**src/rtl/lsu_pkg.sv**
```systemverilog
package lsu_pkg;

    typedef enum logic [1:0] {
        SZ_BYTE = 2'd0,
        SZ_HALF = 2'd1,
        SZ_WORD = 2'd2,
        SZ_BAD  = 2'd3
    } acc_size_e;

    typedef enum logic {
        ST_IDLE      = 1'b0,
        ST_LOAD_WAIT = 1'b1
    } lsu_state_e;

    // Number of bytes moved by an access of the given size; 0 for the reserved code.
    function automatic int unsigned size_to_bytes(acc_size_e s);
        unique case (s)
            SZ_BYTE: return 1;
            SZ_HALF: return 2;
            SZ_WORD: return 4;
            default: return 0;
        endcase
    endfunction

endpackage

```
**src/rtl/lsu_align_check.sv**
```systemverilog
module lsu_align_check
    import lsu_pkg::*;
#(
    parameter int unsigned LANES = 4,
    localparam int unsigned OFF_W = $clog2(LANES),
    localparam int unsigned CNT_W = OFF_W + 2
) (
    input  acc_size_e          size_i,
    input  logic [OFF_W-1:0]   offset_i,
    input  logic               big_endian_i,
    output logic               misaligned_o,
    output logic [OFF_W-1:0]   lane_base_o,
    output logic [LANES-1:0]   lane_mask_o
);

    logic [CNT_W-1:0] n_bytes;
    logic [CNT_W-1:0] low_bits_mask;
    logic [CNT_W-1:0] be_base;
    logic [CNT_W-1:0] base_wide;

    always_comb begin
        n_bytes       = CNT_W'(size_to_bytes(size_i));
        low_bits_mask = (n_bytes == '0) ? '0 : (n_bytes - 1'b1);
        misaligned_o  = (size_i == SZ_BAD)
                     || ((CNT_W'(offset_i) & low_bits_mask) != '0)
                     || (n_bytes > CNT_W'(LANES));
        // mirrored lane start for big-endian order
        be_base     = CNT_W'(LANES) - n_bytes - CNT_W'(offset_i);
        base_wide   = big_endian_i ? be_base : CNT_W'(offset_i);
        lane_base_o = base_wide[OFF_W-1:0];
    end

    // One comparator pair per lane: enabled when inside [base, base+n).
    for (genvar k = 0; k < LANES; k++) begin : g_lane_mask
        assign lane_mask_o[k] = (CNT_W'(k) >= CNT_W'(lane_base_o))
                             && (CNT_W'(k) <  CNT_W'(lane_base_o) + n_bytes);
    end

    // Byte accesses are legal everywhere
    always_comb begin
        if (size_i == SZ_BYTE) begin
            assert_byte_legal_R1: assert (!misaligned_o);
        end
    end

endmodule

```
**src/rtl/lsu_store_lane.sv**
```systemverilog
module lsu_store_lane #(
    parameter int unsigned DATA_W = 32,
    localparam int unsigned LANES = DATA_W / 8,
    localparam int unsigned OFF_W = $clog2(LANES)
) (
    input  logic [DATA_W-1:0] wdata_i,
    input  logic [OFF_W-1:0]  lane_base_i,
    input  logic [LANES-1:0]  lane_en_i,
    output logic [DATA_W-1:0] wdata_o
);

    logic [DATA_W-1:0] shifted;

    always_comb begin
        shifted = wdata_i << {lane_base_i, 3'b000};
    end

    for (genvar k = 0; k < LANES; k++) begin : g_store_lane
        assign wdata_o[8*k +: 8] = lane_en_i[k] ? shifted[8*k +: 8] : 8'h00;
    end

endmodule

```
**src/rtl/lsu_load_extract.sv**
```systemverilog
module lsu_load_extract
    import lsu_pkg::*;
#(
    parameter int unsigned DATA_W = 32,
    localparam int unsigned LANES = DATA_W / 8,
    localparam int unsigned OFF_W = $clog2(LANES),
    localparam int unsigned CNT_W = OFF_W + 2
) (
    input  logic [DATA_W-1:0] rdata_i,
    input  logic [OFF_W-1:0]  lane_base_i,
    input  acc_size_e         size_i,
    input  logic              unsigned_i,
    output logic [DATA_W-1:0] data_o
);

    logic [DATA_W-1:0] shifted;
    logic [CNT_W-1:0]  n_bytes;
    logic              sign_bit;
    logic              fill;

    always_comb begin
        shifted = rdata_i >> {lane_base_i, 3'b000};
        n_bytes = CNT_W'(size_to_bytes(size_i));
        unique case (size_i)
            SZ_BYTE: sign_bit = shifted[7];
            SZ_HALF: sign_bit = shifted[15];
            default: sign_bit = 1'b0;
        endcase
        fill = sign_bit & ~unsigned_i;
    end

    for (genvar k = 0; k < LANES; k++) begin : g_load_lane
        assign data_o[8*k +: 8] = (CNT_W'(k) < n_bytes) ? shifted[8*k +: 8] : {8{fill}};
    end

endmodule

```
**src/rtl/lsu_lane_unit.sv**
```systemverilog
module lsu_lane_unit
    import lsu_pkg::*;
#(
    parameter int unsigned DATA_W = 32,
    parameter int unsigned ADDR_W = 32,
    localparam int unsigned LANES = DATA_W / 8,
    localparam int unsigned OFF_W = $clog2(LANES)
) (
    input  logic              clk,
    input  logic              rst_n,
    input  logic              req_valid,
    input  logic              req_write,
    input  logic [1:0]        req_size,
    input  logic              req_unsigned,
    input  logic [ADDR_W-1:0] req_addr,
    input  logic [DATA_W-1:0] req_wdata,
    input  logic              big_endian,
    output logic              mem_req,
    output logic              mem_we,
    output logic [ADDR_W-1:0] mem_addr,
    output logic [LANES-1:0]  mem_be,
    output logic [DATA_W-1:0] mem_wdata,
    input  logic [DATA_W-1:0] mem_rdata,
    output logic              fault,
    output logic              load_valid,
    output logic [DATA_W-1:0] load_data
);

    acc_size_e          size_e;
    logic               misaligned;
    logic [OFF_W-1:0]   lane_base;
    logic [LANES-1:0]   lane_mask;
    logic               go;
    logic               accept_load;

    lsu_state_e         state_q, state_d;
    logic [OFF_W-1:0]   pend_base_q;
    acc_size_e          pend_size_q;
    logic               pend_uns_q;
    logic [DATA_W-1:0]  extracted;

    assign size_e = acc_size_e'(req_size);

    lsu_align_check #(.LANES(LANES)) u_align (
        .size_i       (size_e),
        .offset_i     (req_addr[OFF_W-1:0]),
        .big_endian_i (big_endian),
        .misaligned_o (misaligned),
        .lane_base_o  (lane_base),
        .lane_mask_o  (lane_mask)
    );

    always_comb begin
        fault       = req_valid & misaligned;
        go          = req_valid & ~misaligned;
        accept_load = go & ~req_write;
        mem_req     = go;
        mem_we      = go & req_write;
        mem_be      = go ? lane_mask : '0;
        mem_addr    = {req_addr[ADDR_W-1:OFF_W], {OFF_W{1'b0}}};
    end

    lsu_store_lane #(.DATA_W(DATA_W)) u_store (
        .wdata_i     (req_wdata),
        .lane_base_i (lane_base),
        .lane_en_i   (mem_be),
        .wdata_o     (mem_wdata)
    );

    // Next-state: accept_load enters/holds ST_LOAD_WAIT, drain returns to ST_IDLE.
    always_comb begin
        unique case (state_q)
            ST_IDLE:      state_d = accept_load ? ST_LOAD_WAIT : ST_IDLE;
            ST_LOAD_WAIT: state_d = accept_load ? ST_LOAD_WAIT : ST_IDLE;
            default:      state_d = ST_IDLE;
        endcase
    end

    always_ff @(posedge clk or negedge rst_n) begin
        if (!rst_n) begin
            state_q     <= ST_IDLE;
            pend_base_q <= '0;
            pend_size_q <= SZ_BYTE;
            pend_uns_q  <= 1'b0;
        end else begin
            state_q <= state_d;
            if (accept_load) begin
                pend_base_q <= lane_base;
                pend_size_q <= size_e;
                pend_uns_q  <= req_unsigned;
            end
        end
    end

    lsu_load_extract #(.DATA_W(DATA_W)) u_extract (
        .rdata_i     (mem_rdata),
        .lane_base_i (pend_base_q),
        .size_i      (pend_size_q),
        .unsigned_i  (pend_uns_q),
        .data_o      (extracted)
    );

    always_comb begin
        unique case (state_q)
            ST_IDLE: begin
                load_valid = 1'b0;
                load_data  = '0;
            end
            ST_LOAD_WAIT: begin
                load_valid = 1'b1;
                load_data  = extracted;
            end
            default: begin
                load_valid = 1'b0;
                load_data  = '0;
            end
        endcase
    end

    // ---------------- assertions ----------------
    assert_fault_blocks_access_R3: assert property (@(posedge clk) disable iff (!rst_n)
        fault |-> (mem_be == '0 && !mem_req && !mem_we));

    assert_fault_no_result_R3: assert property (@(posedge clk) disable iff (!rst_n)
        (fault && !(req_valid && !req_write && !fault)) |=> !load_valid);

    assert_word_align_R2: assert property (@(posedge clk) disable iff (!rst_n)
        (req_valid && req_size == 2'd2 && req_addr[1:0] != 2'b00) |-> fault);

    assert_half_align_R2: assert property (@(posedge clk) disable iff (!rst_n)
        (req_valid && req_size == 2'd1) |-> (fault == req_addr[0]));

    assert_enable_count_R4: assert property (@(posedge clk) disable iff (!rst_n)
        mem_req |-> ($countones(mem_be) == (1 << req_size)));

    assert_load_valid_follows_R9: assert property (@(posedge clk) disable iff (!rst_n)
        (req_valid && !req_write && !fault) |=> load_valid);

    assert_no_spurious_valid_R9: assert property (@(posedge clk) disable iff (!rst_n)
        !(req_valid && !req_write && !fault) |=> !load_valid);

    assert_addr_aligned_R10: assert property (@(posedge clk) disable iff (!rst_n)
        mem_addr[OFF_W-1:0] == '0);

endmodule

```
**config.mk**
```make
export PLATFORM = sky130hd
export DESIGN_NAME = lsu_lane_unit
export DESIGN_NICKNAME = d
export VERILOG_FILES = /design/src/rtl/lsu_pkg.sv /design/src/rtl/lsu_align_check.sv /design/src/rtl/lsu_store_lane.sv /design/src/rtl/lsu_load_extract.sv /design/src/rtl/lsu_lane_unit.sv
export SDC_FILE = /design/constraint.sdc
export NUM_CORES = 1
export LEC_CHECK = 0
export BUFFER_PORTS_ARGS = -buffer_cell sky130_fd_sc_hd__buf_2
export CAP_MARGIN = 10
export CORE_AREA = 5 5 88 90
export DETAILED_ROUTE_END_ITERATION = 8
export DIE_AREA = 0 0 93 95
export PLACE_DENSITY_LB_ADDON = 0.05
export SLEW_MARGIN = 20
export SYNTH_ARGS = -nofsm -noshare
export SYNTH_HDL_FRONTEND = slang
export SYNTH_SLANG_ARGS = --single-unit
```
**constraint.sdc**
```tcl
create_clock -name clk -period 3 [get_ports clk]
set_input_delay 0.3 -clock clk [delete_from_list [all_inputs] [get_ports clk]]
set_output_delay 0.3 -clock clk [all_outputs]
set_load 0.05 [all_outputs]
```
# Word level (Yosys, flattened, before mapping)
# Index checks and enable logic that the tools add are counted.
[totals] wordCells=63 output_inout_bits=104 inputBits=104 register_bits=6
[op_classes] magnitude_cmp=12 shift=2 addsub=4 bitwise=10 n_eq_ne=5 reduce_logical=9 muxes=17
[ops] operator="2-to-1 mux 8 bit" n=8
[ops] operator="case mux 32 bit (2 select lines)" n=1
[ops] operator="<< shifter 32 x 5 -> 32 bit" n=1
[ops] operator=">> shifter 32 x 5 -> 32 bit" n=1
[ops] operator="case mux 3 bit (3 select lines)" n=2
[ops] operator="< comparator 1 x 4 -> 1 bit, first input constant" n=2
[ops] operator="< comparator 2 x 4 -> 1 bit, first input constant" n=2
[ops] operator="2-to-1 mux 4 bit" n=2
[ops] operator="== test 2 bit, second input constant" n=3
[ops] operator="< comparator 1 x 3 -> 1 bit, first input constant" n=2
[ops] operator="< comparator 2 x 3 -> 1 bit, first input constant" n=2
[ops] operator="AND 1 bit" n=5
[ops] operator="adder 2 x 3 -> 4 bit" n=1
[ops] operator="AND 2 x 4 -> 4 bit" n=1
[ops] operator="== test 2 x 1 -> 1 bit, second input constant" n=2
[ops] operator="greater-or-equal comparator 1 x 2 -> 1 bit, first input constant" n=2
[ops] operator="zero test 2 bit" n=2
[ops] operator="zero test 4 bit" n=1
[ops] operator="NOT 1 bit" n=4
[ops] operator="case mux 1 bit (2 select lines)" n=2
[ops] operator="nonzero test 4 bit" n=1
[ops] operator="subtractor 3 x 1 -> 4 bit, second input constant" n=1
[ops] operator="greater-than comparator 3 bit, second input constant" n=1
[ops] operator="logical AND 1 bit" n=3
[ops] operator="other kinds (6)" n=7

# Logic depth before layout (Yosys ltp)
# Gate-level depths: netlist of run 1.
[logic_depth] depth_word=12 ltp_mapped=15 ltp_nobuf=13

# Hierarchy
# A second synthesis of run 1 with hierarchy kept.
[hier_totals] cells_unflattened=327 area_unflattened_um2=2568.7
[modules_own_cells] mod="lsu_load_extract" cells_per_inst=123 seq_area_each_um2=0.0 area_per_inst_um2=909.6 instances=1
[modules_own_cells] mod="lsu_lane_unit" cells_per_inst=87 seq_area_each_um2=150.1 area_per_inst_um2=728.2 instances=1
[modules_own_cells] mod="lsu_store_lane" cells_per_inst=84 seq_area_each_um2=0.0 area_per_inst_um2=660.6 instances=1
[modules_own_cells] mod="lsu_align_check" cells_per_inst=33 seq_area_each_um2=0.0 area_per_inst_um2=270.3 instances=1

# Worst setup path after synthesis of run 1
# Ideal clock, no wire load.
[synth_timing] path_kind="input to output" start="input req_size[0]" end="output mem_wdata[24]" t_required_ns=2.700 path_slack_ns=-1.181 arrival_ns=3.881 stages=13 n_path_buf=1 path_cell_list="inv_1 > ha_1 > inv_1 > ha_1 > xor2_2 > or3_1 > buf_4 > nand2_2 > inv_1 > fa_1 > mux2i_1 > nand2_2 > a211oi_1"
[synth_between] word_cells_on_any_way=23 classes_between="4 x add/sub; 2 x order compare; 3 x eq/ne; 1 x shift; 5 x mux; 3 x bitwise; 5 x reduce/logical"
[synth_rtl] element="start, declared" line="lsu_lane_unit.sv:13" source="input logic [1:0] req_size,"
[synth_rtl] element="== test 2 bit (tied with other cells)" line="lsu_pkg.sv:17" source="unique case (s)"
[synth_rtl] element="case mux 3 bit (3 select lines) (*)" line="lsu_pkg.sv:17"
[synth_rtl] element="subtractor 1 x 2 -> 2 bit (*)" line="lsu_align_check.sv:28" source="be_base = CNT_W'(LANES) - n_bytes - CNT_W'(offset_i);"
[synth_rtl] element="subtractor 2 bit (*)" line="lsu_align_check.sv:28"
[synth_rtl] element="2-to-1 mux 2 bit (*)" line="lsu_align_check.sv:29" source="base_wide = big_endian_i ? be_base : CNT_W'(offset_i);"
[synth_rtl] element="net lane_base[1]" line="lsu_lane_unit.sv:31" source="logic [OFF_W-1:0] lane_base;"
[synth_rtl] element="adder 2 x 3 -> 4 bit" line="lsu_align_check.sv:36" source="&& (CNT_W'(k) < CNT_W'(lane_base_o) + n_bytes);"
[synth_rtl] element="< comparator 2 x 4 -> 1 bit" line="lsu_align_check.sv:36"
[synth_rtl] element="2-to-1 mux 4 bit" line="lsu_lane_unit.sv:59" source="mem_be = go ? lane_mask : '0;"
[synth_rtl] element="2-to-1 mux 8 bit (*)" line="lsu_store_lane.sv:19" source="assign wdata_o[8*k +: 8] = lane_en_i[k] ? shifted[8*k +: 8] : 8'h00;"
[synth_rtl] element="end, declared" line="lsu_lane_unit.sv:22" source="output logic [DATA_W-1:0] mem_wdata,"
# The timed path passes the listed nets; every way through them passes the cells marked *.

# Worst setup path after layout of run 1
[layout_timing] start="input req_size[1]" end="output mem_wdata[16]"
[layout_between] word_cells_on_any_way=25 classes_between="4 x add/sub; 3 x order compare; 3 x eq/ne; 1 x shift; 5 x mux; 3 x bitwise; 6 x reduce/logical"
[layout_rtl] element="== test 2 bit (tied with other cells)" line="lsu_pkg.sv:17"
[layout_rtl] element="case mux 3 bit (3 select lines) (*)" line="lsu_pkg.sv:17"
[layout_rtl] element="subtractor 1 x 2 -> 2 bit (*)" line="lsu_align_check.sv:28"
[layout_rtl] element="subtractor 2 bit (*)" line="lsu_align_check.sv:28"
[layout_rtl] element="2-to-1 mux 2 bit (*)" line="lsu_align_check.sv:29"
[layout_rtl] element="net lane_base[1]" line="lsu_lane_unit.sv:31"
[layout_rtl] element="adder 2 x 3 -> 4 bit" line="lsu_align_check.sv:36"
[layout_rtl] element="< comparator 2 x 4 -> 1 bit" line="lsu_align_check.sv:36"
[layout_rtl] element="logical AND 1 bit" line="lsu_align_check.sv:36"
[layout_rtl] element="2-to-1 mux 4 bit" line="lsu_lane_unit.sv:59"
[layout_rtl] element="2-to-1 mux 8 bit (*)" line="lsu_store_lane.sv:19"
# Marks and branches as above.

==> flow_summary.html, run 1 <==
<table>
<tr><th>Metric</th><th>Value</th></tr>
<tr><th colspan="2">Outcome</th></tr>
<tr><td>Outcome</td><td>finished with violations</td></tr>
<tr><td>Failing checks</td><td>setup timing</td></tr>
<tr><th colspan="2">Setup path</th></tr>
<tr><td>Peak fanout along the critical path</td><td>9</td></tr>
<tr><td>Endpoint kind of the worst setup timing path</td><td>output port</td></tr>
<tr><td>Delay of the slowest cell on the worst path</td><td>0.43 ns</td></tr>
<tr><td>Classification of the worst setup path</td><td>in2out</td></tr>
<tr><td>Cell count of the worst reg-to-reg path</td><td>3</td></tr>
<tr><td>CP cell instances</td><td>buf_12 -&gt; inv_12 -&gt; ha_4 -&gt; inv_4 -&gt; ha_4 -&gt; xor2_4 -&gt; or3_4 -&gt; nand2_8 -&gt; inv_4 -&gt; fa_2 -&gt; mux2i_4 -&gt; buf_6 -&gt; o21ai_4 -&gt; buf_12 -&gt; a211oi_4 -&gt; buf_6</td></tr>
<tr><td>Reg2Reg Setup Slack</td><td>1.87 ns</td></tr>
<tr><td>Critical Path Source Type</td><td>input pin</td></tr>
<tr><td>Standard cell with the maximum stage delay on the critical path</td><td>or3_4</td></tr>
<tr><td>Data arrival time of the critical path</td><td>2.93 ns</td></tr>
<tr><td>Crit path required time</td><td>2.70 ns</td></tr>
<tr><td>Critical R2R Capture</td><td>pend_base_q[0]</td></tr>
<tr><td>Worst reg2reg path startpoint</td><td>pend_base_q[0]</td></tr>
<tr><th colspan="2">Synthesis</th></tr>
<tr><td>Register bit total from synthesis</td><td>6</td></tr>
<tr><td>Synthesized area divided by synthesized cell count</td><td>7.614 um2</td></tr>
<tr><td>EDFF count, synth</td><td>0</td></tr>
<tr><td>Yosys Warn Count</td><td>0</td></tr>
<tr><td>Main area contributors after synthesis</td><td>mux2i_1 (18%), buf_4 (11%), dfrtp_1 (6.4%)</td></tr>
<tr><td>Fraction of synthesized cell area taken by the top area cell type</td><td>0.1762</td></tr>
<tr><td>Post-synthesis sequential area ratio</td><td>0.06445</td></tr>
<tr><td>Cell count after synthesis</td><td>306</td></tr>
<tr><td>Async S/R FF share, synth</td><td>1.000</td></tr>
<tr><td>Most area-hungry cell type in the Yosys netlist</td><td>mux2i_1</td></tr>
<tr><td>Primary FF master, synth</td><td>dfrtp_1</td></tr>
<tr><td>Synth Cell Area</td><td>2330 um2</td></tr>
<tr><td>Unique masters post-synth</td><td>45</td></tr>
<tr><th colspan="2">STA</th></tr>
<tr><td>Final number of max-transition violations</td><td>0</td></tr>
<tr><td>Worst hold slack across all endpoints</td><td>0.3153 ns</td></tr>
<tr><td>Max transition margin</td><td>0.5246</td></tr>
<tr><td>Final setup viols</td><td>36</td></tr>
<tr><td>Skew final</td><td>0 ns</td></tr>
<tr><td>Setup TNS</td><td>-6.324 ns</td></tr>
<tr><td>Number of hold violations in the final report</td><td>0</td></tr>
<tr><td>Slew at the pin closest to its max-slew limit</td><td>0.7131 ns</td></tr>
<tr><td>RSZ-0062 raised after global routing</td><td>true</td></tr>
<tr><td>Post-route worst setup slack</td><td>-0.2328 ns</td></tr>
<tr><td>Minimum clock period after layout</td><td>3.233 ns</td></tr>
<tr><td>Fmax</td><td>309.3 MHz</td></tr>
<tr><td>Post-route fraction of the period consumed by the critical path</td><td>1.078</td></tr>
<tr><th colspan="2">Cells and area</th></tr>
<tr><td>Fillers</td><td>650</td></tr>
<tr><td>Most common cell after layout, fill and taps aside</td><td>buf_2</td></tr>
<tr><td>Non-filler instance count after layout</td><td>535</td></tr>
<tr><td>Fraction of final layout cells sized beyond drive strength 1</td><td>0.5916</td></tr>
<tr><td>Syn-to-layout area delta</td><td>73.36%</td></tr>
<tr><td>Total inserted antenna cells</td><td>0</td></tr>
<tr><td>Commonest cells after routing, fill and taps aside</td><td>buf_2 (107), buf_6 (42), mux2i_1 (40), buf_4 (37), o22ai_1 (23)</td></tr>
<tr><td>Number of nets in the final layout</td><td>572</td></tr>
<tr><td>Fin util</td><td>0.5785</td></tr>
<tr><td>Final Instance Area</td><td>4039 um2</td></tr>
<tr><th colspan="2">Clock tree</th></tr>
<tr><td>Number of sinks on the clock net</td><td>6</td></tr>
<tr><td>CTS Buf Count</td><td>3</td></tr>
<tr><td>H-tree depth</td><td>1</td></tr>
<tr><td>Maximum buffer depth of the clock tree</td><td>2</td></tr>
<tr><td>Post-CTS clock slew at the launch and capture registers of the worst setup and hold paths</td><td>0.03 ns</td></tr>
<tr><td>Cell chosen for the clock root</td><td>clkbuf_8</td></tr>
<tr><td>Clock tree from TritonCTS</td><td>built</td></tr>
<tr><td>Clock network latency to the later pin of the worst-skew pair</td><td>0.22 ns</td></tr>
<tr><th colspan="2">Placement</th></tr>
<tr><td>Placed insts</td><td>524</td></tr>
<tr><td>Number of buffers added on ports</td><td>145</td></tr>
<tr><td>Worst setup slack after placement</td><td>-0.4105 ns</td></tr>
<tr><td>Half-perimeter wire length after placement</td><td>7263 um</td></tr>
<tr><td>Post-DP Area</td><td>3633 um2</td></tr>
<tr><td>Global placer's final weighted congestion</td><td>0.7462</td></tr>
<tr><th colspan="2">Global route</th></tr>
<tr><td>Number of antenna violations at the first check in global routing</td><td>0</td></tr>
<tr><td>Vias in the first global route</td><td>2899</td></tr>
<tr><td>Global-route wire length before repair</td><td>14030 um</td></tr>
<tr><td>Pin count of the biggest net entering global routing</td><td>37</td></tr>
<tr><td>Global router's overall resource usage</td><td>0.1931</td></tr>
<tr><td>Overflow left after global routing</td><td>0</td></tr>
<tr><th colspan="2">Power and ir drop</th></tr>
<tr><td>Leak pwr</td><td>1.908 nW</td></tr>
<tr><td>Power Density</td><td>325.2 nW/um2</td></tr>
<tr><td>Reported net switching power</td><td>0.7047 mW</td></tr>
<tr><td>Part of the power in combinational logic</td><td>0.822</td></tr>
<tr><td>Relative contribution of sequential cells to total power</td><td>0.089</td></tr>
<tr><td>Worst IR Drop VDD</td><td>0.1431 mV</td></tr>
<tr><td>Relative contribution of the clock network to total power</td><td>0.088</td></tr>
<tr><td>Sum of internal, switching and leakage power</td><td>1.313 mW</td></tr>
<tr><td>Internal power contribution</td><td>0.6088 mW</td></tr>
<tr><td>Switching share of power</td><td>0.5365</td></tr>
<tr><th colspan="2">Floorplanning</th></tr>
<tr><td>Total die area</td><td>8835 um2</td></tr>
<tr><td>Die outline width</td><td>93 um</td></tr>
<tr><td>Vertical die dimension</td><td>95 um</td></tr>
<tr><td>Core region area</td><td>6982 um2</td></tr>
<tr><td>I/O pin count</td><td>208</td></tr>
<tr><td>Effective utilization at floorplan</td><td>0.3337</td></tr>
<tr><td>Number of standard-cell rows in the floorplan</td><td>31</td></tr>
<tr><th colspan="2">Detailed routing</th></tr>
<tr><td>WL per Instance</td><td>17.01 um</td></tr>
<tr><td>Total number of vias</td><td>2767</td></tr>
<tr><td>Routed via count divided by cell count</td><td>5.172</td></tr>
<tr><td>Length of the first detailed-routing pass in iterations</td><td>4</td></tr>
<tr><td>DR iter-0 viols</td><td>43</td></tr>
<tr><td>Residual DRC count</td><td>0</td></tr>
<tr><td>Final routed wirelength across all metal layers</td><td>9099 um</td></tr>
<tr><td>Antenna violation net count after detailed routing</td><td>0</td></tr>
<tr><th colspan="2">Job</th></tr>
<tr><td>Max cap viols</td><td>0</td></tr>
<tr><th colspan="2">Min path</th></tr>
<tr><td>Worst hold path type</td><td>in2reg</td></tr>
<tr><td>Worst Hold Path Cells</td><td>2</td></tr>
<tr><td>Hold Crit Start</td><td>req_unsigned</td></tr>
<tr><td>Min-Delay Endpoint</td><td>pend_uns_q</td></tr>
</table>
-- synth_stat cells (all sizes together), types with 2 or more instances --
library cell   n
buf           50
mux2i         42
inv           23
o22ai         23
nor2          21
o21ai         21
a211oi        17
nand2         14
ha            12
nor2b         11
a21oi          9
mux2           9
nand3          9
nor3b          9
a2111oi        8
dfrtp          6
nand2b         3
nor3           2
-- power by group through the flow --
stage          logic, mW  clock network, mW  registers (mW)
2_1_floorplan      0.868                  0           0.108
5_1_grt             1.16              0.122           0.120
6_report            1.08              0.116           0.117
3_5_place_dp        1.02                  0           0.118
3_3_place_gp        1.00                  0           0.118
4_1_cts             1.09              0.119           0.117
-- final cells by class --
class | instances | area [um2] | share of cell area
multi-input cells | 227 | 2210 | 0.5471
inverters | 23 | 113.9 | 0.02819
flip-flops and latches | 6 | 150.1 | 0.03717
clock buffers | 3 | 41.29 | 0.01022
well taps | 82 | 102.6 | 0.02540
repair buffers | 194 | 1421 | 0.3519
-- state kept, by name (all words and copies together), names as in the netlist --
signal	count
pend_base_q	2
state_q	1
pend_uns_q	1
pend_size_q	2
-- layer usage --
metal | vias up | routed length [um] | GRT usage
li1 | 1361 | - | -
met1 | 1279 | 3795 | 0.2435
met2 | 123 | 4497 | 0.3395
met3 | 4 | 776 | 0.04940
met4 | 0 | 28 | 0.02686
met5 | - | 0 | 0
-- worst max-delay path by stage --
stage	slack, ns	endpoint	from
final	-0.23	mem_wdata[16]	req_size[1]
after global routing	-0.30	mem_wdata[16]	req_size[1]
after detailed placement	-0.41	mem_wdata[25]	req_size[1]
after CTS	-0.26	mem_wdata[8]	req_size[0]
after floorplan	-0.48	mem_wdata[0]	req_size[1]
after global placement	-0.38	mem_wdata[25]	req_size[1]
-- worst max-delay path: cells and delay by family --
kind / cells / cell delay, ns
xor+xnor: 1 / 0.14
mux: 1 / 0.30
fa+ha+maj: 3 / 0.67
buf+inv: 7 / 0.72
simple gates: 2 / 0.51
compound gates: 2 / 0.27
-- repair_timing --
action | 4_1_cts | 5_1_grt
resized for setup | 88 | 11
setup endpoints to repair | 36 | 36
cloned | 1 | 0
pin swaps | 15 | 12
buffers inserted | 6 | 3
hold buffers | 1 | 0
endpoints found under the hold margin | 6 | 0
-- cell families after synthesis --
logic type | synth area share
AO/OA/AOI/OAI | 0.2530
AND/OR/NAND/NOR | 0.1815
buffers and inverters | 0.1901
multiplexers | 0.2293
adder cells (fa/ha/maj) | 0.07304
flip-flops | 0.06445
other | 0.001610
XOR/XNOR | 0.006984
Note: power is estimated with default switching activity, not from simulation.
==> inputs of run 2 (changes only) <==
ABC_AREA = 1   (was unset)
CELL_PAD_IN_SITES_DETAIL_PLACEMENT = 1   (was unset)
CELL_PAD_IN_SITES_GLOBAL_PLACEMENT = 2   (was unset)
CORE_AREA = 5 5 137 139   (was 5 5 88 90)
DIE_AREA = 0 0 142 144   (was 0 0 93 95)
==> run 2 against run 1 <==
  * The flow now finishes without violations
  * Combinational power is 12% higher
  * Setup slack better by 0.38 ns
  * Clock power rose by 81%
  * Die area increased by 130%
  * Cell count rose by 62%
  * Final area decreased by 0.28%
  * Fmax grew 13%
  * Clock skew is the same
  * Count of clock-buffer cells in the layout unchanged
  * Register-to-register slack lost 0.21 ns
  * Sequential share of layout area about the same
  * Largest cell class unchanged
==> flow_summary.html, run 2 <==
<table>
<tr><th>Metric</th><th>Value</th></tr>
<tr><th colspan="2">Setup path</th></tr>
<tr><td>CP cell instances</td><td>buf_2 -&gt; inv_1 -&gt; ha_2 -&gt; inv_1 -&gt; ha_4 -&gt; nand2_2 -&gt; o21ai_4 -&gt; ha_4 -&gt; inv_1 -&gt; fa_2 -&gt; inv_1 -&gt; nand3_1 -&gt; nand2_4 -&gt; nand2_8 -&gt; clkinvlp_4 -&gt; buf_6</td></tr>
<tr><td>Category of cells accounting for the largest share of critical-path delay</td><td>adder cells</td></tr>
<tr><td>Critical Path Source Type</td><td>input pin</td></tr>
<tr><td>Cell seen most often among critical-path stages</td><td>inv_1</td></tr>
<tr><td>Delay of the slowest cell on the worst path</td><td>0.53 ns (+0.10 ns)</td></tr>
<tr><td>Data arrival time of the critical path</td><td>2.56 ns (-0.37 ns)</td></tr>
<tr><td>Endpoint kind of the worst setup timing path</td><td>output port</td></tr>
<tr><td>Cell count of the worst reg-to-reg path</td><td>3 (unchanged)</td></tr>
<tr><td>Peak fanout along the critical path</td><td>5 (-4)</td></tr>
<tr><td>Crit path required time</td><td>2.70 ns (about the same)</td></tr>
<tr><td>Critical path depth</td><td>16 (unchanged)</td></tr>
<tr><td>Classification of the worst setup path</td><td>in2out</td></tr>
<tr><td>Standard cell with the maximum stage delay on the critical path</td><td>fa_2</td></tr>
<tr><td>Buffer and inverter count on the worst path</td><td>7 (unchanged)</td></tr>
<tr><th colspan="2">Synthesis</th></tr>
<tr><td>Primary FF master, synth</td><td>dfrtp_1</td></tr>
<tr><td>Synth Cell Area</td><td>2740 um2 (+18%)</td></tr>
<tr><td>Commonest cells in the synthesized netlist</td><td>nand2_1 (177), inv_1 (58), nor2_1 (57)</td></tr>
<tr><td>Unique masters post-synth</td><td>31 (-31%)</td></tr>
<tr><td>Register bit total from synthesis</td><td>6 (unchanged)</td></tr>
<tr><td>EDFF count, synth</td><td>0 (unchanged)</td></tr>
<tr><td>Fraction of synthesized cell area taken by the top area cell type</td><td>0.2425 (+0.06631)</td></tr>
<tr><td>Async S/R FF share, synth</td><td>1.000 (unchanged)</td></tr>
<tr><td>Synthesized area divided by synthesized cell count</td><td>5.209 um2 (-32%)</td></tr>
<tr><td>Post-synthesis sequential area ratio</td><td>0.05479 (-0.009652)</td></tr>
<tr><td>Main area contributors after synthesis</td><td>nand2_1 (24%), buf_4 (9.9%), inv_1 (7.9%)</td></tr>
<tr><td>Cell count after synthesis</td><td>526 (+72%)</td></tr>
<tr><td>Library cell with the highest instance count after synthesis</td><td>nand2_1</td></tr>
<tr><td>Yosys Warn Count</td><td>0 (unchanged)</td></tr>
<tr><td>Most area-hungry cell type in the Yosys netlist</td><td>nand2_1</td></tr>
<tr><th colspan="2">Placement</th></tr>
<tr><td>Half-perimeter wire length after placement</td><td>10590 um (+46%)</td></tr>
<tr><td>Global placer's final weighted congestion</td><td>0.7295 (-2.2%)</td></tr>
<tr><td>Worst setup slack after placement</td><td>-0.09785 ns (+0.3127 ns)</td></tr>
<tr><td>Number of buffers added on ports</td><td>145 (unchanged)</td></tr>
<tr><th colspan="2">Clock tree</th></tr>
<tr><td>Number of sinks on the clock net</td><td>6 (unchanged)</td></tr>
<tr><td># Post-CTS Setup Buffers</td><td>0 (-6)</td></tr>
<tr><td>Post-CTS clock slew at the launch and capture registers of the worst setup and hold paths</td><td>0.03 ns (about the same)</td></tr>
<tr><td>Clock tree from TritonCTS</td><td>built</td></tr>
<tr><td>Maximum buffer depth of the clock tree</td><td>2 (unchanged)</td></tr>
<tr><td>Clock network latency to the later pin of the worst-skew pair</td><td>0.22 ns (about the same)</td></tr>
<tr><td>Cell chosen for the clock root</td><td>clkbuf_16</td></tr>
<tr><td>CTS Buf Count</td><td>3 (unchanged)</td></tr>
<tr><td>H-tree depth</td><td>1 (unchanged)</td></tr>
<tr><th colspan="2">Cells and area</th></tr>
<tr><td>Biggest regs</td><td>pend_base_q: 2 flops, pend_size_q: 2 flops</td></tr>
<tr><td>Commonest cells after routing, fill and taps aside</td><td>nand2_1 (173), buf_2 (105), inv_1 (56), buf_4 (46), o21ai_0 (41)</td></tr>
<tr><td>Fraction of final layout cells sized beyond drive strength 1</td><td>0.3746 (-0.2170)</td></tr>
<tr><td>Syn-to-layout area delta</td><td>46.99%</td></tr>
<tr><td>Number of nets in the final layout</td><td>757 (+32%)</td></tr>
<tr><td>Most common cell after layout, fill and taps aside</td><td>nand2_1</td></tr>
<tr><td>Total inserted antenna cells</td><td>0 (unchanged)</td></tr>
<tr><th colspan="2">STA</th></tr>
<tr><td>Final setup viols</td><td>0 (-100%)</td></tr>
<tr><td>Post-route fraction of the period consumed by the critical path</td><td>0.9526 (-0.1250)</td></tr>
<tr><td>Max transition margin</td><td>0.4857 (-0.03886)</td></tr>
<tr><td>Post-route worst setup slack</td><td>0.1422 ns (+0.3750 ns)</td></tr>
<tr><td>Final number of max-transition violations</td><td>0 (unchanged)</td></tr>
<tr><td>Minimum clock period after layout</td><td>2.858 ns (-0.3750 ns)</td></tr>
<tr><td>Skew final</td><td>0 ns (unchanged)</td></tr>
<tr><td>Slew at the pin closest to its max-slew limit</td><td>0.7687 ns (+0.05557 ns)</td></tr>
<tr><td>Number of hold violations in the final report</td><td>0 (unchanged)</td></tr>
<tr><td>Fmax</td><td>349.9 MHz (+13%)</td></tr>
<tr><th colspan="2">Job</th></tr>
<tr><td>Max cap viols</td><td>0 (unchanged)</td></tr>
<tr><th colspan="2">Min path</th></tr>
<tr><td>Worst hold path type</td><td>in2reg</td></tr>
<tr><td>Worst Hold Path Cells</td><td>3 (+1)</td></tr>
<tr><th colspan="2">Floorplanning</th></tr>
<tr><td>Number of standard-cell rows in the floorplan</td><td>49 (+58%)</td></tr>
<tr><td>Total die area</td><td>20450 um2 (+130%)</td></tr>
<tr><td>Effective utilization at floorplan</td><td>0.1563 (-0.1774)</td></tr>
<tr><td>I/O pin count</td><td>208 (unchanged)</td></tr>
<tr><td>Core region area</td><td>17530 um2 (+150%)</td></tr>
<tr><td>Die outline width</td><td>142 um (+53%)</td></tr>
<tr><td>Vertical die dimension</td><td>144 um (+52%)</td></tr>
<tr><th colspan="2">Power and ir drop</th></tr>
<tr><td>Worst IR Drop VDD</td><td>0.4006 mV (+180%)</td></tr>
<tr><td>Leak pwr</td><td>2.060 nW (+8.0%)</td></tr>
<tr><td>Sum of internal, switching and leakage power</td><td>1.546 mW (+18%)</td></tr>
<tr><td>Power Density</td><td>383.9 nW/um2 (+18%)</td></tr>
<tr><th colspan="2">Global route</th></tr>
<tr><td>Global-route wire length before repair</td><td>20600 um (+47%)</td></tr>
<tr><td>Number of antenna violations at the first check in global routing</td><td>0 (unchanged)</td></tr>
<tr><td>Overflow left after global routing</td><td>0 (unchanged)</td></tr>
<tr><td>Pin count of the biggest net entering global routing</td><td>43 (+16%)</td></tr>
<tr><td>Vias in the first global route</td><td>3929 (+36%)</td></tr>
<tr><td>Global router's overall resource usage</td><td>0.1228 (-0.07036)</td></tr>
<tr><th colspan="2">Detailed routing</th></tr>
<tr><td>Antenna violation net count after detailed routing</td><td>0 (unchanged)</td></tr>
<tr><td>WL per Instance</td><td>15.15 um (-11%)</td></tr>
<tr><td>Routed via count divided by cell count</td><td>4.176 (-19%)</td></tr>
<tr><td>DR iter-0 viols</td><td>95 (+120%)</td></tr>
<tr><td>Length of the first detailed-routing pass in iterations</td><td>4 (unchanged)</td></tr>
<tr><td>Residual DRC count</td><td>0 (unchanged)</td></tr>
<tr><td>Total number of vias</td><td>3621 (+31%)</td></tr>
<tr><td>Final routed wirelength across all metal layers</td><td>13140 um (+44%)</td></tr>
<tr><th colspan="2">Outcome</th></tr>
<tr><td>Outcome</td><td>finished, final reports clean</td></tr>
</table>
-- run 2: layout make-up --
class	count	area (um2)
Clock buffer	3	75.07
Fill cell	2286	13510
Inverter	63	250.2
Multi-Input combinational cell	397	2150
Sequential cell	6	150.1
Tap cell	229	286.5
Timing Repair Buffer	169	1116
-- run 2: path summary, 6_finish.rpt --
check,start,to,slack (ns)
worst max-delay path,req_size[1],mem_be[2],0.14
worst min-delay path,req_unsigned,pend_uns_q,0.30
worst max register to register,pend_base_q[1],pend_base_q[1],1.66
worst min register to register,pend_size_q[0],pend_size_q[0],0.55
max in group asynchronous,rst_n,pend_base_q[0],2.43
min in group asynchronous,rst_n,pend_uns_q,0.43
-- run 2: report_power, final --
group	internal, mW	switching (mW)
logic	0.356	0.851
registers	0.0969	0.0320
clock network	0.170	0.0391
total	0.624	0.922
-- run 2: what timing repair did --
action                                 in CTS  in global routing
setup endpoints to repair                  34                 35
resized for setup                          41                 19
gates cloned                                0                  1
endpoints found under the hold margin       6                  0
pin swaps                                   1                  8
hold buffers                                1                  0
-- run 2: tightest hold or removal path: stages --
cell and delay [ns]:
buf_2 0.07, nand2_1 0.04, o21ai_0 0.06
-- run 2: per-layer routing --
metal  up-vias  global-route usage  part of all wire
met2        79              0.2278              0.51
li1       1836                   -                 -
met1      1704              0.1600              0.45
met3         2             0.01488             0.044
met5         -                   0                 0
met4         0            0.005556           0.00046
-- run 2: per-stage QoR --
step           hold WS (ns)  instances   TNS [ns]    util  instance area [um2]
6_report             0.2971        867          0  0.2297                 4028
4_1_cts              0.2982        866   -0.01704  0.2254                 3953
5_1_grt              0.3562        867  -0.005655  0.2297                 4028
3_3_place_gp         0.1312        862    -0.4382  0.2141                 3754
3_5_place_dp         0.1330        862     -1.701  0.2141                 3754
2_1_floorplan      0.004409        527    -0.7940       -                 2957
-- run 2: logic make-up after synthesis --
group | synth area share
xor gates and xnor gates | 0.003197
adders and majority gates | 0.06210
buffers and inverters | 0.2571
AOI/OAI and AO/OA | 0.1945
DFF | 0.05479
and+or+nand+nor | 0.4269
other | 0.001369
==> inputs of run 3 (changes only) <==
BUFFER_PORTS_ARGS = -buffer_cell sky130_fd_sc_hd__buf_4   (was -buffer_cell sky130_fd_sc_hd__buf_2)
==> run 3 against run 2 <==
  * Global-route usage up 0.17 points
  * Critical path depth up 1
  * Clock power about the same
  * Clock skew unchanged
  * Count of clock-buffer cells in the layout unchanged
  * Flip-flop and latch count unchanged
  * Non-clock buffer count down 2
  * Sequential power down 9%
  * Sequential share of layout area down 0.24 points
  * Cell count unchanged
  * Largest cell class unchanged
==> flow_summary.html, run 3 (synthesis gave the netlist of run 2 again) <==
<table>
<tr><th>Metric</th><th>Value</th></tr>
<tr><th colspan="2">Setup path</th></tr>
<tr><td>CP cell instances</td><td>buf_4 -&gt; inv_4 -&gt; ha_4 -&gt; inv_2 -&gt; ha_4 -&gt; nand2_2 -&gt; o21ai_4 -&gt; ha_2 -&gt; inv_2 -&gt; fa_2 -&gt; xor2_1 -&gt; nand2_1 -&gt; nand2_2 -&gt; nand2_4 -&gt; nand2_8 -&gt; nor2_4 -&gt; buf_8</td></tr>
<tr><td>Data arrival time of the critical path</td><td>2.55 ns (about the same)</td></tr>
<tr><td>Endpoint kind of the worst setup timing path</td><td>output port</td></tr>
<tr><td>Critical Path Source Type</td><td>input pin</td></tr>
<tr><td>Peak fanout along the critical path</td><td>5 (unchanged)</td></tr>
<tr><td>Delay of the slowest cell on the worst path</td><td>0.34 ns (-0.19 ns)</td></tr>
<tr><td>Standard cell with the maximum stage delay on the critical path</td><td>fa_2</td></tr>
<tr><td>Crit path required time</td><td>2.70 ns (about the same)</td></tr>
<tr><td>Classification of the worst setup path</td><td>in2out</td></tr>
<tr><th colspan="2">Placement</th></tr>
<tr><td>Half-perimeter wire length after placement</td><td>10670 um (+0.79%)</td></tr>
<tr><td>Global placer's final weighted congestion</td><td>0.7399 (+1.4%)</td></tr>
<tr><td>Number of buffers added on ports</td><td>145 (unchanged)</td></tr>
<tr><th colspan="2">STA</th></tr>
<tr><td>Minimum clock period after layout</td><td>2.855 ns (-0.002877 ns)</td></tr>
<tr><td>Final number of max-transition violations</td><td>0 (unchanged)</td></tr>
<tr><td>Fmax</td><td>350.3 MHz (+0.10%)</td></tr>
<tr><td>Max transition margin</td><td>0.5200 (+0.03428)</td></tr>
<tr><td>RSZ-0062 raised after global routing</td><td>false</td></tr>
<tr><td>Skew final</td><td>0 ns (unchanged)</td></tr>
<tr><td>Number of hold violations in the final report</td><td>0 (unchanged)</td></tr>
<tr><td>Post-route fraction of the period consumed by the critical path</td><td>0.9516 (-0.0009590)</td></tr>
<tr><td>Slew at the pin closest to its max-slew limit</td><td>0.7200 ns (-0.04869 ns)</td></tr>
<tr><td>Final setup viols</td><td>0 (unchanged)</td></tr>
<tr><td>Worst hold slack across all endpoints</td><td>0.2856 ns (-0.01152 ns)</td></tr>
<tr><th colspan="2">Floorplanning</th></tr>
<tr><td>Die outline width</td><td>142 um (unchanged)</td></tr>
<tr><td>I/O pin count</td><td>208 (unchanged)</td></tr>
<tr><td>Vertical die dimension</td><td>144 um (unchanged)</td></tr>
<tr><td>Number of standard-cell rows in the floorplan</td><td>49 (unchanged)</td></tr>
<tr><td>Total die area</td><td>20450 um2 (unchanged)</td></tr>
<tr><td>Core region area</td><td>17530 um2 (unchanged)</td></tr>
<tr><td>Effective utilization at floorplan</td><td>0.1563 (unchanged)</td></tr>
<tr><th colspan="2">Clock tree</th></tr>
<tr><td>Post-CTS clock slew at the launch and capture registers of the worst setup and hold paths</td><td>0.03 ns (about the same)</td></tr>
<tr><td>CTS Buf Count</td><td>3 (unchanged)</td></tr>
<tr><td>Clock network latency to the later pin of the worst-skew pair</td><td>0.22 ns (about the same)</td></tr>
<tr><td>Clock tree from TritonCTS</td><td>built</td></tr>
<tr><td>Cell chosen for the clock root</td><td>clkbuf_16</td></tr>
<tr><td>Maximum buffer depth of the clock tree</td><td>2 (unchanged)</td></tr>
<tr><td>H-tree depth</td><td>1 (unchanged)</td></tr>
<tr><td>Number of sinks on the clock net</td><td>6 (unchanged)</td></tr>
<tr><th colspan="2">Power and ir drop</th></tr>
<tr><td>Power Density</td><td>375.1 nW/um2 (-2.3%)</td></tr>
<tr><td>Relative contribution of the clock network to total power</td><td>0.132 (-0.004)</td></tr>
<tr><td>Leak pwr</td><td>2.117 nW (+2.8%)</td></tr>
<tr><td>Part of the power in combinational logic</td><td>0.796 (+0.015)</td></tr>
<tr><td>Reported net switching power</td><td>0.9451 mW (+2.5%)</td></tr>
<tr><td>Relative contribution of sequential cells to total power</td><td>0.072 (-0.011)</td></tr>
<tr><td>Switching share of power</td><td>0.5861 (-0.01054)</td></tr>
<tr><td>Internal power contribution</td><td>0.6675 mW (+7.0%)</td></tr>
<tr><td>Worst IR Drop VDD</td><td>0.2471 mV (-38%)</td></tr>
<tr><th colspan="2">Min path</th></tr>
<tr><td>Worst hold path type</td><td>in2reg</td></tr>
<tr><th colspan="2">Cells and area</th></tr>
<tr><td>Fillers</td><td>2293 (+0.31%)</td></tr>
<tr><td>Commonest cells after routing, fill and taps aside</td><td>nand2_1 (171), buf_4 (146), inv_1 (52), o21ai_0 (41), nand3_1 (39)</td></tr>
<tr><td>Fin util</td><td>0.2452 (+0.01548)</td></tr>
<tr><td>Most common cell after layout, fill and taps aside</td><td>nand2_1</td></tr>
<tr><td>Total inserted antenna cells</td><td>0 (unchanged)</td></tr>
<tr><td>Fraction of final layout cells sized beyond drive strength 1</td><td>0.3871 (+0.01254)</td></tr>
<tr><td>Syn-to-layout area delta</td><td>56.89%</td></tr>
<tr><td>Biggest regs</td><td>pend_base_q: 2 flops, pend_size_q: 2 flops</td></tr>
<tr><td>Number of nets in the final layout</td><td>757 (unchanged)</td></tr>
<tr><th colspan="2">Detailed routing</th></tr>
<tr><td>DR iter-0 viols</td><td>110 (+16%)</td></tr>
<tr><td>Total met2 wirelength after detailed routing</td><td>6891 um (+3.2%)</td></tr>
<tr><td>Total number of vias</td><td>3607 (-0.39%)</td></tr>
<tr><td>WL per Instance</td><td>15.70 um (+3.6%)</td></tr>
<tr><td>Residual DRC count</td><td>0 (unchanged)</td></tr>
<tr><td>Final routed wirelength across all metal layers</td><td>13610 um (+3.6%)</td></tr>
<tr><td>Length of the first detailed-routing pass in iterations</td><td>4 (unchanged)</td></tr>
<tr><td>Routed via count divided by cell count</td><td>4.160 (-0.39%)</td></tr>
<tr><td>Met3 wire len</td><td>518 um (-11%)</td></tr>
<tr><td>Highest metal layer with signal wires</td><td>met4</td></tr>
<tr><td>Antenna violation net count after detailed routing</td><td>0 (unchanged)</td></tr>
<tr><td>Wire length on met1</td><td>6194 um (+5.6%)</td></tr>
<tr><th colspan="2">Outcome</th></tr>
<tr><td>Outcome</td><td>finished, final reports clean</td></tr>
<tr><th colspan="2">Global route</th></tr>
<tr><td>Global-route wire length before repair</td><td>20820 um (+1.1%)</td></tr>
<tr><td>Overflow left after global routing</td><td>0 (unchanged)</td></tr>
<tr><td>Global router's overall resource usage</td><td>0.1244 (+0.001668)</td></tr>
<tr><td>Pin count of the biggest net entering global routing</td><td>43 (unchanged)</td></tr>
<tr><td>Number of antenna violations at the first check in global routing</td><td>0 (unchanged)</td></tr>
<tr><td>Vias in the first global route</td><td>3912 (-0.43%)</td></tr>
<tr><th colspan="2">Job</th></tr>
<tr><td>Max cap viols</td><td>0 (unchanged)</td></tr>
</table>
## run 3: final timing paths
path	endpoint	depth (start not counted)	slack, ns	start
worst max-delay path	mem_wdata[17]	17	0.15	req_size[0]
worst min-delay path	pend_uns_q	3	0.29	req_unsigned
worst max register to register	pend_base_q[1]	3	2.03	pend_base_q[1]
worst min register to register	pend_size_q[0]	2	0.55	pend_size_q[0]
max in group asynchronous	state_q	2	2.46	rst_n
min in group asynchronous	pend_uns_q	2	0.43	rst_n
## run 3: metrics by stage
stage	setup slack [ns]	cell area (um2)	setup TNS, ns	power [mW]	cells
2_1_floorplan	-0.05407	2957	-0.7940	1.117	527
3_3_place_gp	0.009276	4026	0	1.372	860
3_5_place_dp	-0.04568	4026	-0.4030	1.377	860
4_1_cts	0.02237	4170	0	1.615	865
5_1_grt	0.01743	4299	0	1.768	867
6_report	0.1451	4299	0	1.613	867
## run 3: critical path: cells and delay by family
family / cells / cell delay, ns
simple gates: 6 / 0.69
buf+inv: 5 / 0.42
xor+xnor: 1 / 0.14
fa+ha+maj: 4 / 0.93
compound gates: 1 / 0.07
## run 3: repair_timing
item	in CTS	in global routing
pin swaps	2	8
cloned	1	2
endpoints found under the hold margin	6	0
gates resized for setup	12	35
hold buffers	1	0
buffers inserted	0	0
setup endpoints to repair	20	35
## run 3: routing by layer
| layer | global-route usage | vias to the layer above |
|---|---|---|
| li1 | - | 1844 |
| met1 | 0.1656 | 1678 |
| met2 | 0.2286 | 83 |
| met3 | 0.01257 | 2 |
| met4 | 0.005556 | 0 |
| met5 | 0 | - |
## run 3: power by group through the flow
| stage | clock [mW] | sequential, mW | combinational, mW |
|---|---|---|---|
| CTS | 0.217 | 0.118 | 1.28 |
| detailed placement | 0 | 0.119 | 1.26 |
| finish | 0.212 | 0.117 | 1.28 |
| floorplan | 0 | 0.110 | 1.01 |
| global route | 0.221 | 0.120 | 1.43 |
| global placement | 0 | 0.119 | 1.25 |
## run 3: cell type report
type / count / area (um2) / area share
Sequential cell: 6 / 150.1 / 0.03492
Inverter: 63 / 255.2 / 0.05937
Timing Repair Buffer: 167 / 1339 / 0.3114
Tap cell: 229 / 286.5 / 0.06665
Multi-Input combinational cell: 399 / 2193 / 0.5102
Clock buffer: 3 / 75.07 / 0.01746
